==> config.mk <==
export PLATFORM = sky130hd
export DESIGN_NAME = mc16_cpu
export DESIGN_NICKNAME = d
export VERILOG_FILES = /design/src/rtl/mc16_pkg.sv /design/src/rtl/mc16_regfile.sv /design/src/rtl/mc16_alu.sv /design/src/rtl/mc16_ctrl.sv /design/src/rtl/mc16_cpu.sv
export SDC_FILE = /design/constraint.sdc
export NUM_CORES = 1
export LEC_CHECK = 0
export ABC_AREA = 0
export BUFFER_PORTS_ARGS = -buffer_cell sky130_fd_sc_hd__buf_2
export CORE_ASPECT_RATIO = 0.9
export CORE_MARGIN = 1.5
export CORE_UTILIZATION = 52
export DETAILED_ROUTE_END_ITERATION = 16
export GPL_ROUTABILITY_DRIVEN = 1
export HOLD_SLACK_MARGIN = 0.1
export PLACE_DENSITY_LB_ADDON = 0.3
export SLEW_MARGIN = 20
export SYNTH_ARGS = -nofsm -noshare
export SYNTH_HDL_FRONTEND = slang
export SYNTH_SLANG_ARGS = --single-unit
==> constraint.sdc <==
create_clock -name clk -period 4.1 [get_ports clk]
set_clock_uncertainty 0.15 [all_clocks]
set_input_delay 0.82 -clock clk [delete_from_list [all_inputs] [get_ports clk]]
set_output_delay 0.82 -clock clk [all_outputs]
set_load 0.05 [all_outputs]
==> src/rtl/mc16_pkg.sv <==
// Package mc16_pkg
// Purpose : shared widths, opcode encodings and controller state type for
//           the multicycle processor.
// Assumes : fixed 16-bit instruction format with the opcode in [15:12].
package mc16_pkg;

    localparam int WORD_W  = 16;
    localparam int NREG    = 8;
    localparam int RADDR_W = $clog2(NREG);
    localparam int OPC_W   = 4;
    localparam int NOPC    = 1 << OPC_W;
    localparam int OFS_W   = 6;

    localparam logic [OPC_W-1:0] OPC_ADD = 4'b0001;
    localparam logic [OPC_W-1:0] OPC_AND = 4'b0101;
    localparam logic [OPC_W-1:0] OPC_NOT = 4'b1001;
    localparam logic [OPC_W-1:0] OPC_LDR = 4'b0110;
    localparam logic [OPC_W-1:0] OPC_JMP = 4'b1100;

    typedef enum logic [3:0] {
        ST_FETCH_ADDR = 4'd0,
        ST_FETCH_READ = 4'd1,
        ST_FETCH_CAPT = 4'd2,
        ST_FETCH_IR   = 4'd3,
        ST_DECODE     = 4'd4,
        ST_EXECUTE    = 4'd5,
        ST_JUMP       = 4'd6,
        ST_EVAL_ADDR  = 4'd7,
        ST_OPND_READ  = 4'd8,
        ST_OPND_CAPT  = 4'd9,
        ST_STORE      = 4'd10
    } ctrl_state_t;

endpackage

==> src/rtl/mc16_regfile.sv <==
// Module mc16_regfile
// Purpose : general register file with two combinational read ports and one
//           synchronous write port; all registers also exposed flattened.
// Assumes : synchronous active-low reset clears every register.
module mc16_regfile #(
    parameter int W    = 16,
    parameter int N    = 8,
    localparam int AW  = $clog2(N)
) (
    input  logic           clk,
    input  logic           rst_n,
    input  logic           we,
    input  logic [AW-1:0]  wa,
    input  logic [W-1:0]   wd,
    input  logic [AW-1:0]  ra,
    input  logic [AW-1:0]  rb,
    output logic [W-1:0]   rd_a,
    output logic [W-1:0]   rd_b,
    output logic [N*W-1:0] flat
);

    logic [W-1:0] regs [N];

    for (genvar g = 0; g < N; g++) begin : g_reg
        // Purpose: hold register g, load it when it is the write target.
        always_ff @(posedge clk) begin
            if (!rst_n)
                regs[g] <= '0;
            else if (we && (wa == AW'(g)))
                regs[g] <= wd;
        end
        assign flat[g*W +: W] = regs[g];
    end

    assign rd_a = regs[ra];
    assign rd_b = regs[rb];

    // with no write enable the register contents stay put
    assert_hold_when_idle_R9: assert property (@(posedge clk) disable iff (!rst_n)
        !we |=> $stable(flat));

    // a write lands in the addressed register on the next edge
    assert_write_lands_R4: assert property (@(posedge clk) disable iff (!rst_n)
        we |=> regs[$past(wa)] == $past(wd));

endmodule

==> src/rtl/mc16_alu.sv <==
// Module mc16_alu
// Purpose : combinational add, AND and complement on two operands.
// Assumes : sel is one-hot {not, and, add}; an all-zero sel yields zero.
module mc16_alu #(
    parameter int W = 16
) (
    input  logic [2:0]   sel,
    input  logic [W-1:0] a,
    input  logic [W-1:0] b,
    output logic [W-1:0] y
);

    // Purpose: pick the operation named by the one-hot select.
    always_comb begin
        if (sel[0])
            y = a + b;
        else if (sel[1])
            y = a & b;
        else if (sel[2])
            y = ~a;
        else
            y = '0;
    end

endmodule

==> src/rtl/mc16_ctrl.sv <==
// Module mc16_ctrl
// Purpose : controller state machine; decodes the opcode to one-hot lines
//           and sequences fetch, decode and only the phases an opcode needs.
// Assumes : memory returns read data one cycle after mem_rd.
module mc16_ctrl
    import mc16_pkg::*;
(
    input  logic             clk,
    input  logic             rst_n,
    input  logic [OPC_W-1:0] opcode,
    output logic             mar_from_pc,
    output logic             mar_from_ea,
    output logic             mem_rd,
    output logic             mdr_ld,
    output logic             ir_ld,
    output logic             pc_inc,
    output logic             pc_jmp,
    output logic             rf_we,
    output logic             rf_from_mdr,
    output logic [2:0]       alu_sel
);

    ctrl_state_t     state, state_nx;
    logic [NOPC-1:0] dec_now, dec_q;

    // Purpose: 4-to-16 one-hot decode of the current opcode.
    always_comb dec_now = NOPC'(1) << opcode;

    // Purpose: advance the state and latch the decoded lines in decode.
    always_ff @(posedge clk) begin
        if (!rst_n) begin
            state <= ST_FETCH_ADDR;
            dec_q <= '0;
        end else begin
            state <= state_nx;
            if (state == ST_DECODE)
                dec_q <= dec_now;
        end
    end

    // Purpose: next-state selection, branching on the active decode line.
    always_comb begin
        state_nx = ST_FETCH_ADDR;
        case (state)
            ST_FETCH_ADDR: state_nx = ST_FETCH_READ;
            ST_FETCH_READ: state_nx = ST_FETCH_CAPT;
            ST_FETCH_CAPT: state_nx = ST_FETCH_IR;
            ST_FETCH_IR:   state_nx = ST_DECODE;
            ST_DECODE: begin
                if (dec_now[OPC_ADD] || dec_now[OPC_AND] || dec_now[OPC_NOT])
                    state_nx = ST_EXECUTE;
                else if (dec_now[OPC_LDR])
                    state_nx = ST_EVAL_ADDR;
                else if (dec_now[OPC_JMP])
                    state_nx = ST_JUMP;
                else
                    state_nx = ST_FETCH_ADDR;
            end
            ST_EVAL_ADDR:  state_nx = ST_OPND_READ;
            ST_OPND_READ:  state_nx = ST_OPND_CAPT;
            ST_OPND_CAPT:  state_nx = ST_STORE;
            default:       state_nx = ST_FETCH_ADDR;
        endcase
    end

    // Purpose: control strobes as a function of the state.
    always_comb begin
        mar_from_pc = (state == ST_FETCH_ADDR);
        mar_from_ea = (state == ST_EVAL_ADDR);
        mem_rd      = (state == ST_FETCH_READ) || (state == ST_OPND_READ);
        mdr_ld      = (state == ST_FETCH_CAPT) || (state == ST_OPND_CAPT);
        ir_ld       = (state == ST_FETCH_IR);
        pc_inc      = (state == ST_FETCH_IR);
        pc_jmp      = (state == ST_JUMP);
        rf_we       = (state == ST_EXECUTE) || (state == ST_STORE);
        rf_from_mdr = (state == ST_STORE);
        alu_sel     = {dec_q[OPC_NOT], dec_q[OPC_AND], dec_q[OPC_ADD]};
    end

    // execute is entered only with exactly one ALU decode line active
    assert_exec_onehot_R3: assert property (@(posedge clk) disable iff (!rst_n)
        (state == ST_EXECUTE) |-> $countones(alu_sel) == 1);

    // a fetch read is always followed by a capture of the returned word
    assert_fetch_capture_R2: assert property (@(posedge clk) disable iff (!rst_n)
        (state == ST_FETCH_READ) |=> mdr_ld);

endmodule

==> src/rtl/mc16_cpu.sv <==
// Module mc16_cpu
// Purpose : top of the multicycle processor; holds PC, IR, MAR and MDR and
//           connects controller, register file and ALU.
// Assumes : word-addressed memory answers mem_rd with data one cycle later.
module mc16_cpu
    import mc16_pkg::*;
(
    input  logic                   clk,
    input  logic                   rst_n,
    output logic [WORD_W-1:0]      mem_addr,
    output logic                   mem_rd,
    input  logic [WORD_W-1:0]      mem_rdata,
    output logic [WORD_W-1:0]      dbg_pc,
    output logic [NREG*WORD_W-1:0] dbg_regs
);

    logic [WORD_W-1:0] pc, ir, mar, mdr;
    logic [WORD_W-1:0] rd_a, rd_b, alu_y, wdata, eff_addr, ofs_ext;
    logic              mar_from_pc, mar_from_ea, mdr_ld, ir_ld;
    logic              pc_inc, pc_jmp, rf_we, rf_from_mdr;
    logic [2:0]        alu_sel;

    mc16_ctrl i_ctrl (
        .clk         (clk),
        .rst_n       (rst_n),
        .opcode      (ir[15:12]),
        .mar_from_pc (mar_from_pc),
        .mar_from_ea (mar_from_ea),
        .mem_rd      (mem_rd),
        .mdr_ld      (mdr_ld),
        .ir_ld       (ir_ld),
        .pc_inc      (pc_inc),
        .pc_jmp      (pc_jmp),
        .rf_we       (rf_we),
        .rf_from_mdr (rf_from_mdr),
        .alu_sel     (alu_sel)
    );

    mc16_regfile #(.W(WORD_W), .N(NREG)) i_rf (
        .clk   (clk),
        .rst_n (rst_n),
        .we    (rf_we),
        .wa    (ir[11:9]),
        .wd    (wdata),
        .ra    (ir[8:6]),
        .rb    (ir[2:0]),
        .rd_a  (rd_a),
        .rd_b  (rd_b),
        .flat  (dbg_regs)
    );

    mc16_alu #(.W(WORD_W)) i_alu (
        .sel (alu_sel),
        .a   (rd_a),
        .b   (rd_b),
        .y   (alu_y)
    );

    // Purpose: sign-extend the offset field and form the load address.
    always_comb begin
        ofs_ext  = {{(WORD_W-OFS_W){ir[OFS_W-1]}}, ir[OFS_W-1:0]};
        eff_addr = rd_a + ofs_ext;
        wdata    = rf_from_mdr ? mdr : alu_y;
    end

    // Purpose: program counter, stepped after fetch or loaded on a jump.
    always_ff @(posedge clk) begin
        if (!rst_n)
            pc <= '0;
        else if (pc_jmp)
            pc <= rd_a;
        else if (pc_inc)
            pc <= pc + 1'b1;
    end

    // Purpose: memory address staging from PC or from the computed address.
    always_ff @(posedge clk) begin
        if (!rst_n)
            mar <= '0;
        else if (mar_from_pc)
            mar <= pc;
        else if (mar_from_ea)
            mar <= eff_addr;
    end

    // Purpose: memory data staging, capturing the word returned by memory.
    always_ff @(posedge clk) begin
        if (!rst_n)
            mdr <= '0;
        else if (mdr_ld)
            mdr <= mem_rdata;
    end

    // Purpose: instruction register, loaded from MDR at the end of fetch.
    always_ff @(posedge clk) begin
        if (!rst_n)
            ir <= '0;
        else if (ir_ld)
            ir <= mdr;
    end

    assign mem_addr = mar;
    assign dbg_pc   = pc;

    // the fetch step advances the PC by exactly one
    assert_pc_step_R2: assert property (@(posedge clk) disable iff (!rst_n)
        pc_inc |=> pc == $past(pc) + 16'd1);

    // a jump puts the selected register value into the PC
    assert_jump_target_R8: assert property (@(posedge clk) disable iff (!rst_n)
        pc_jmp |=> pc == $past(rd_a));

    // outside the fetch step and a jump the PC does not move
    assert_pc_hold_R9: assert property (@(posedge clk) disable iff (!rst_n)
        !(pc_inc || pc_jmp) |=> $stable(pc));

    // a read strobe lasts one cycle
    assert_rd_pulse_R11: assert property (@(posedge clk) disable iff (!rst_n)
        mem_rd |=> !mem_rd);

    // the address stays put in the cycle the data comes back
    assert_addr_held_R11: assert property (@(posedge clk) disable iff (!rst_n)
        mem_rd |=> $stable(mem_addr));

endmodule

### Word level (Yosys, flattened, before mapping)

Memories as Yosys holds them, arrays and structs flattened. A register that Yosys moved wholly into a read port is not among the register bits.
Index checks and enable logic that the tools add are counted.

* output and inout port bits: 161
* register bits after elaboration: 78
* input bits: 18
* memories kept: 1
* word-level logic and storage cells: 104
* memory bits (writable): 128

* reductions and logical operators: 17
* muxes and demuxes: 49
* bitwise operators: 10
* add/subtract/negate cells: 3
* shift-type cells: 1
* equality and inequality tests: 17

Memory list
* i_rf.regs: depth 8, bits a word 16, rd ports 10, clocked after memory_dff 2, wr ports 8, line mc16_regfile.sv:22 `logic [W-1:0] regs [N];`

Operators by type and width (count)
* 2-to-1 mux 16 bit: 16
* adder 16 bit: 2
* one-hot mux 4 bit (8 select lines): 1
* 2-to-1 mux 1 bit: 25
* 2-to-1 mux 3 bit: 6
* adder 16 x 1 -> 16 bit, second input constant: 1
* bitwise AND 16 bit: 1
* == test 4 x 3 -> 1 bit, second input constant: 4
* inverter 16 bit: 1
* left shift 1 x 4 -> 13 bit, first input constant: 1
* == test 3 bit, second input constant: 4
* == test 4 bit, second input constant: 3
* == test 4 x 2 -> 1 bit, second input constant: 2
* logical AND 1 bit: 8
* OR 1 bit: 8
* == test 3 x 2 -> 1 bit, second input constant: 2
* logical OR 1 bit: 5
* == test 4 x 1 -> 1 bit, second input constant: 1
* zero test 4 bit: 1
* 2-to-1 mux 4 bit: 1
* nonzero test 2 bit: 2
* == test 3 x 1 -> 1 bit, second input constant: 1
* zero test 3 bit: 1

### Depth between registers and ports, before layout

* word-level depth: 7
* depth in mapped cells: 15
* depth with buffers taken out: 13

### Modules after synthesis

A second synthesis with hierarchy kept.

* cells, all modules: 1064
* area total of the unflattened synthesis: 12087.8 um^2

By module, submodules not included
* mc16_regfile: area each 6880.3 um^2, sequential area each 3843.7 um^2, times used 1, cells an instance 431
* mc16_cpu: area each 3537.1 um^2, sequential area each 1281.2 um^2, times used 1, cells an instance 394
* mc16_alu: area each 1157.4 um^2, sequential area each 0.0 um^2, times used 1, cells an instance 178
* mc16_ctrl: area each 513.0 um^2, sequential area each 140.1 um^2, times used 1, cells an instance 61

### Worst setup path after synthesis

OpenSTA, ideal clock, no wires.

* path kind: register -> register
* start: reg (tool-made name)
* end: mem i_rf.regs[1][14], data pin
* setup slack: 0.008 ns
* arrival time: 3.675 ns
* path buffers: 2
* cell stages (with the launch flop): 14
* period minus slack after synthesis: 4.092 ns
* data required time: 3.683 ns
* library setup time: 0.267 ns
* cell sequence: dfxtp_1 -> clkbuf_1 -> buf_2 -> mux4_2 -> mux2_2 -> ha_1 -> fa_1 -> a21o_1 -> a221oi_2 -> a221oi_2 -> a41oi_1 -> xor2_1 -> a31o_4 -> nor2_1

RTL lines (line)
* end, declared: mc16_regfile.sv:22

==> impl_results.md <==
- Power share of the clock group: 41.5%
- Final Critical Period: roughly 4000 ps
- Most frequent CP cell: buf_12
- Power share of the sequential group: 46.9%
- Area growth, synth to finish: 18.4%
- Post-Syn Area: roughly 0.012 mm^2
- Peak supply drop: 0.365 mV
- Async SR Flop Fraction: 0%
- Avg WL per Cell: between 20 and 25 um
- Die outline width: between 150 and 200 um
- WS Path Type: reg2reg
- Grt met3 use: around 6.6%
- Largest net degree at the start of global routing: 70
- CP required: between 4000 and 5000 ps
- RSZ-0062 raised after global routing: no
- First-pass GRT wire length: 55200 um
- YS warnings: 0
- CP endpoint kind: register
- Total CTS buffers: 23
- Die height: ~150 um
- Final setup viols: 0
- Initial antenna violation count: 0
- Power, Total: around 0.005 W
- Top fanout value on the critical path: 18
- Area of the multi-input gates: ~0.0059 mm^2
- Worst slew margin: between 20 and 30%
- Yosys top cell area share: 32.7%
- Routing usage on met1: 41.4%
- Gr usage total: between 30% and 40%
- GRT overflow: 0
- Synth area leader: edfxtp_1
- Count of flip-flops with a built-in enable after synthesis: 128
- Slowest CP cell: mux4_1
- Row cnt: 51
- H-Tree Depth: 1
- Pins Over Slew Limit: 0
- Final WL: between 30000 and 40000 um
- # diodes: 0
- Critical path arrival: ~4000 ps
- HPWL Detailed: roughly 25000 um
- Switching power total: around 0.0013 W
- # IOs: approximately 180
- Clk Latency, worst-skew pair: 530 ps
- TritonRoute pass-1 iters: 5
- Register bit total from synthesis: between 200 and 250
- Top area cells in the synthesized netlist: edfxtp_1, dfxtp_1, mux4_2
- Max_cap viols: 0
- Final worst path period share: about 96%
- Worst path bufs/invs: 3
- Antenna viol nets, final: 0
- Residual DRC: 0
- Die area: approximately 0.024 mm^2
- IO Port Bufs: 178
- Vias per inst: 6.37
- Highest clock rate: between 200 and 300 MHz
- Hold Vio Cnt, Final: 0
- CP Cell Sequence: buf_12 -> buf_12 -> mux4_1 -> mux2i_1 -> inv_1 -> ha_1 -> o21a_1 -> a21oi_2 -> a221oi_2 -> a41oi_1 -> xor2_1 -> a31o_4 -> nor2_1
- CTS root buffer: clkbuf_16
- Status: complete, no violations
- Switch share: a little over a quarter
- Mapped Cells: 1083
- TNS Setup: 0 ps
- Nets: 1319
- Initial DRC count: between 1000 and 1500
- Sink Count: 205
- Gpl congestion: ~0.95
- GRT busiest layer: met2
- Post-synthesis cell type count: 80
- Syn Nets: around 1100
- Synthesized area per cell: 10.9 um^2
- Post-synthesis sequential area ratio: a little under half
- Critical Path Max Stage Delay: roughly 600 ps
- Storage cell area: 0.00539 mm^2
- Longest Clk Path Bufs: 3
- Gate power share: between 10% and 20%
- CORE AREA: around 0.022 mm^2
- Startpoint Class: register
- CTS tree: yes
- Fill count: approximately 1800
- Critical path's top delay family: compound AO/OA/AOI/OAI gates
- Hold Crit Class: reg2reg
- Vias in the first global route: around 9500
- P_int: about 0.0036 W
- Top FF cell, synth: edfxtp_1
- Grt met2 use: 48.0%
- P per Cell Area: between 300 and 400 mW/mm^2
- Pleak: roughly 5.3 nW
- Starting density of the core: a little over half
- Fin util: between 60% and 70%
- Routed vias: between 10000 and 15000
- Slew at the pin with the worst max-slew slack: about 1100 ps
- Share of layout cells above drive strength 1: around 30%
- CTS clk-pin slew, worst paths: approximately 60 ps
==> cells by family (layout without fill, tap and decap cells) <==
family                     after synthesis  in the layout  share of synthesized area [%]
AOI/OAI and AO/OA                      239            239                           13.5
muxes                                  118            118                           17.5
and+or+nand+nor                        372            372                           14.2
xor gates and xnor gates                16             16                           1.19
DFF                                    205            205                           45.8
buffers and inverters                   99            300                           4.00
adders and majority gates               34             34                           3.75
==> repair_timing <==
item | 4_1_cts | 5_1_grt
resized for setup | 0 | 9
hold buffers | 0 | 0
endpoints found under the setup margin | 0 | 27
setup buffers | 0 | 1
==> tightest hold or removal path, delay by kind of cell (launching register included) <==
kind	cells	cell delay [ps]
DFF	1	300
and+or+nand+nor	1	50
AOI/OAI and AO/OA	1	60
==> final cells by class <==
cell class	instances	area share, %
clock buffer	36	5.09
clock inverter	6	0.332
inverter	27	0.728
multi-input combinational	779	42.7
sequential	205	38.7
tap	291	2.61
timing repair buffer	231	9.82
==> path summary, 6_finish.rpt <==
kind	from	endpoint	slack [ps]	cells after the start
max reg2reg	register	i_rf.regs[1][14]	170	13
max	register	i_rf.regs[1][14]	170	13
min reg2reg	ir[8]	register	310	2
min	ir[8]	register	310	2
==> layout by cell type (no fill, tap or decap), types with 5 or more instances in the layout <==
cell type  count
nor2_1       184
buf_2        178
edfxtp_1     128
a21oi_1       83
nand2_1       77
dfxtp_1       75
mux4_2        52
buf_4         46
ha_1          32
mux2i_1       31
o21ai_0       27
inv_1         26
clkbuf_16     24
mux2_2        20
nand3_1       15
a221oi_1      15
nor2_2        15
a22oi_1       15
and3_1        13
mux4_1        12
nand2b_1      11
nor3_1        11
a21o_1        11
nor2b_1       11
o21ai_1       10
xnor2_1        9
a211oi_1       8
xor2_1         7
nand4_1        7
o21a_1         6
a31oi_1        6
clkbuf_8       6
buf_12         6
nor4_1         5
o22ai_1        5
==> power groups by stage <==
stage / clock network (W) / registers, W / logic [W]
final: 0.00204 / 0.00231 / 0.000573
after global routing: 0.00214 / 0.00231 / 0.000599
after CTS: 0.00205 / 0.00230 / 0.000562
after detailed placement: 0 / 0.00235 / 0.000559
after global placement: 0 / 0.00235 / 0.000553
after floorplan: 0 / 0.00249 / 0.000241
==> through the flow <==
step                std cells  instance area (um^2)  setup slack [ps]  hold WS (ps)
floorplan                1083                 11800              8.18           286
global placement         1532                 13100               234           296
detailed placement       1532                 13100               201           303
CTS                      1574                 13900               120           311
global route             1575                 13900              14.4           339
finish                   1575                 13900               173           311
==> flip-flops by register name (all words and copies together) (netlist names), named ones only <==
signal	flops
ir	16
dbg_pc	16
i_ctrl.dec_q	3
mdr	16
i_rf.regs	128
i_ctrl.state	4
mem_addr	16
==> synth_stat cells, drive strengths merged, types with 21 or more instances <==
cell type    n
edfxtp     128
o21ai       39
dfxtp       77
a21oi       86
mux2        21
nor2       199
mux4        64
inv         26
nand2       77
clkbuf      38
buf         34
mux2i       33
ha          32
==> routing by layer <==
metal  part of all wire [%]  vias up  wire length [um]
li1                       -     4449                 -
met5                      0        -                 0
met4                    4.2        0              1520
met1                     39     4852             14200
met3                     11      110              3950
met2                     46      618             17000
Power figures use the tool's default switching activity.
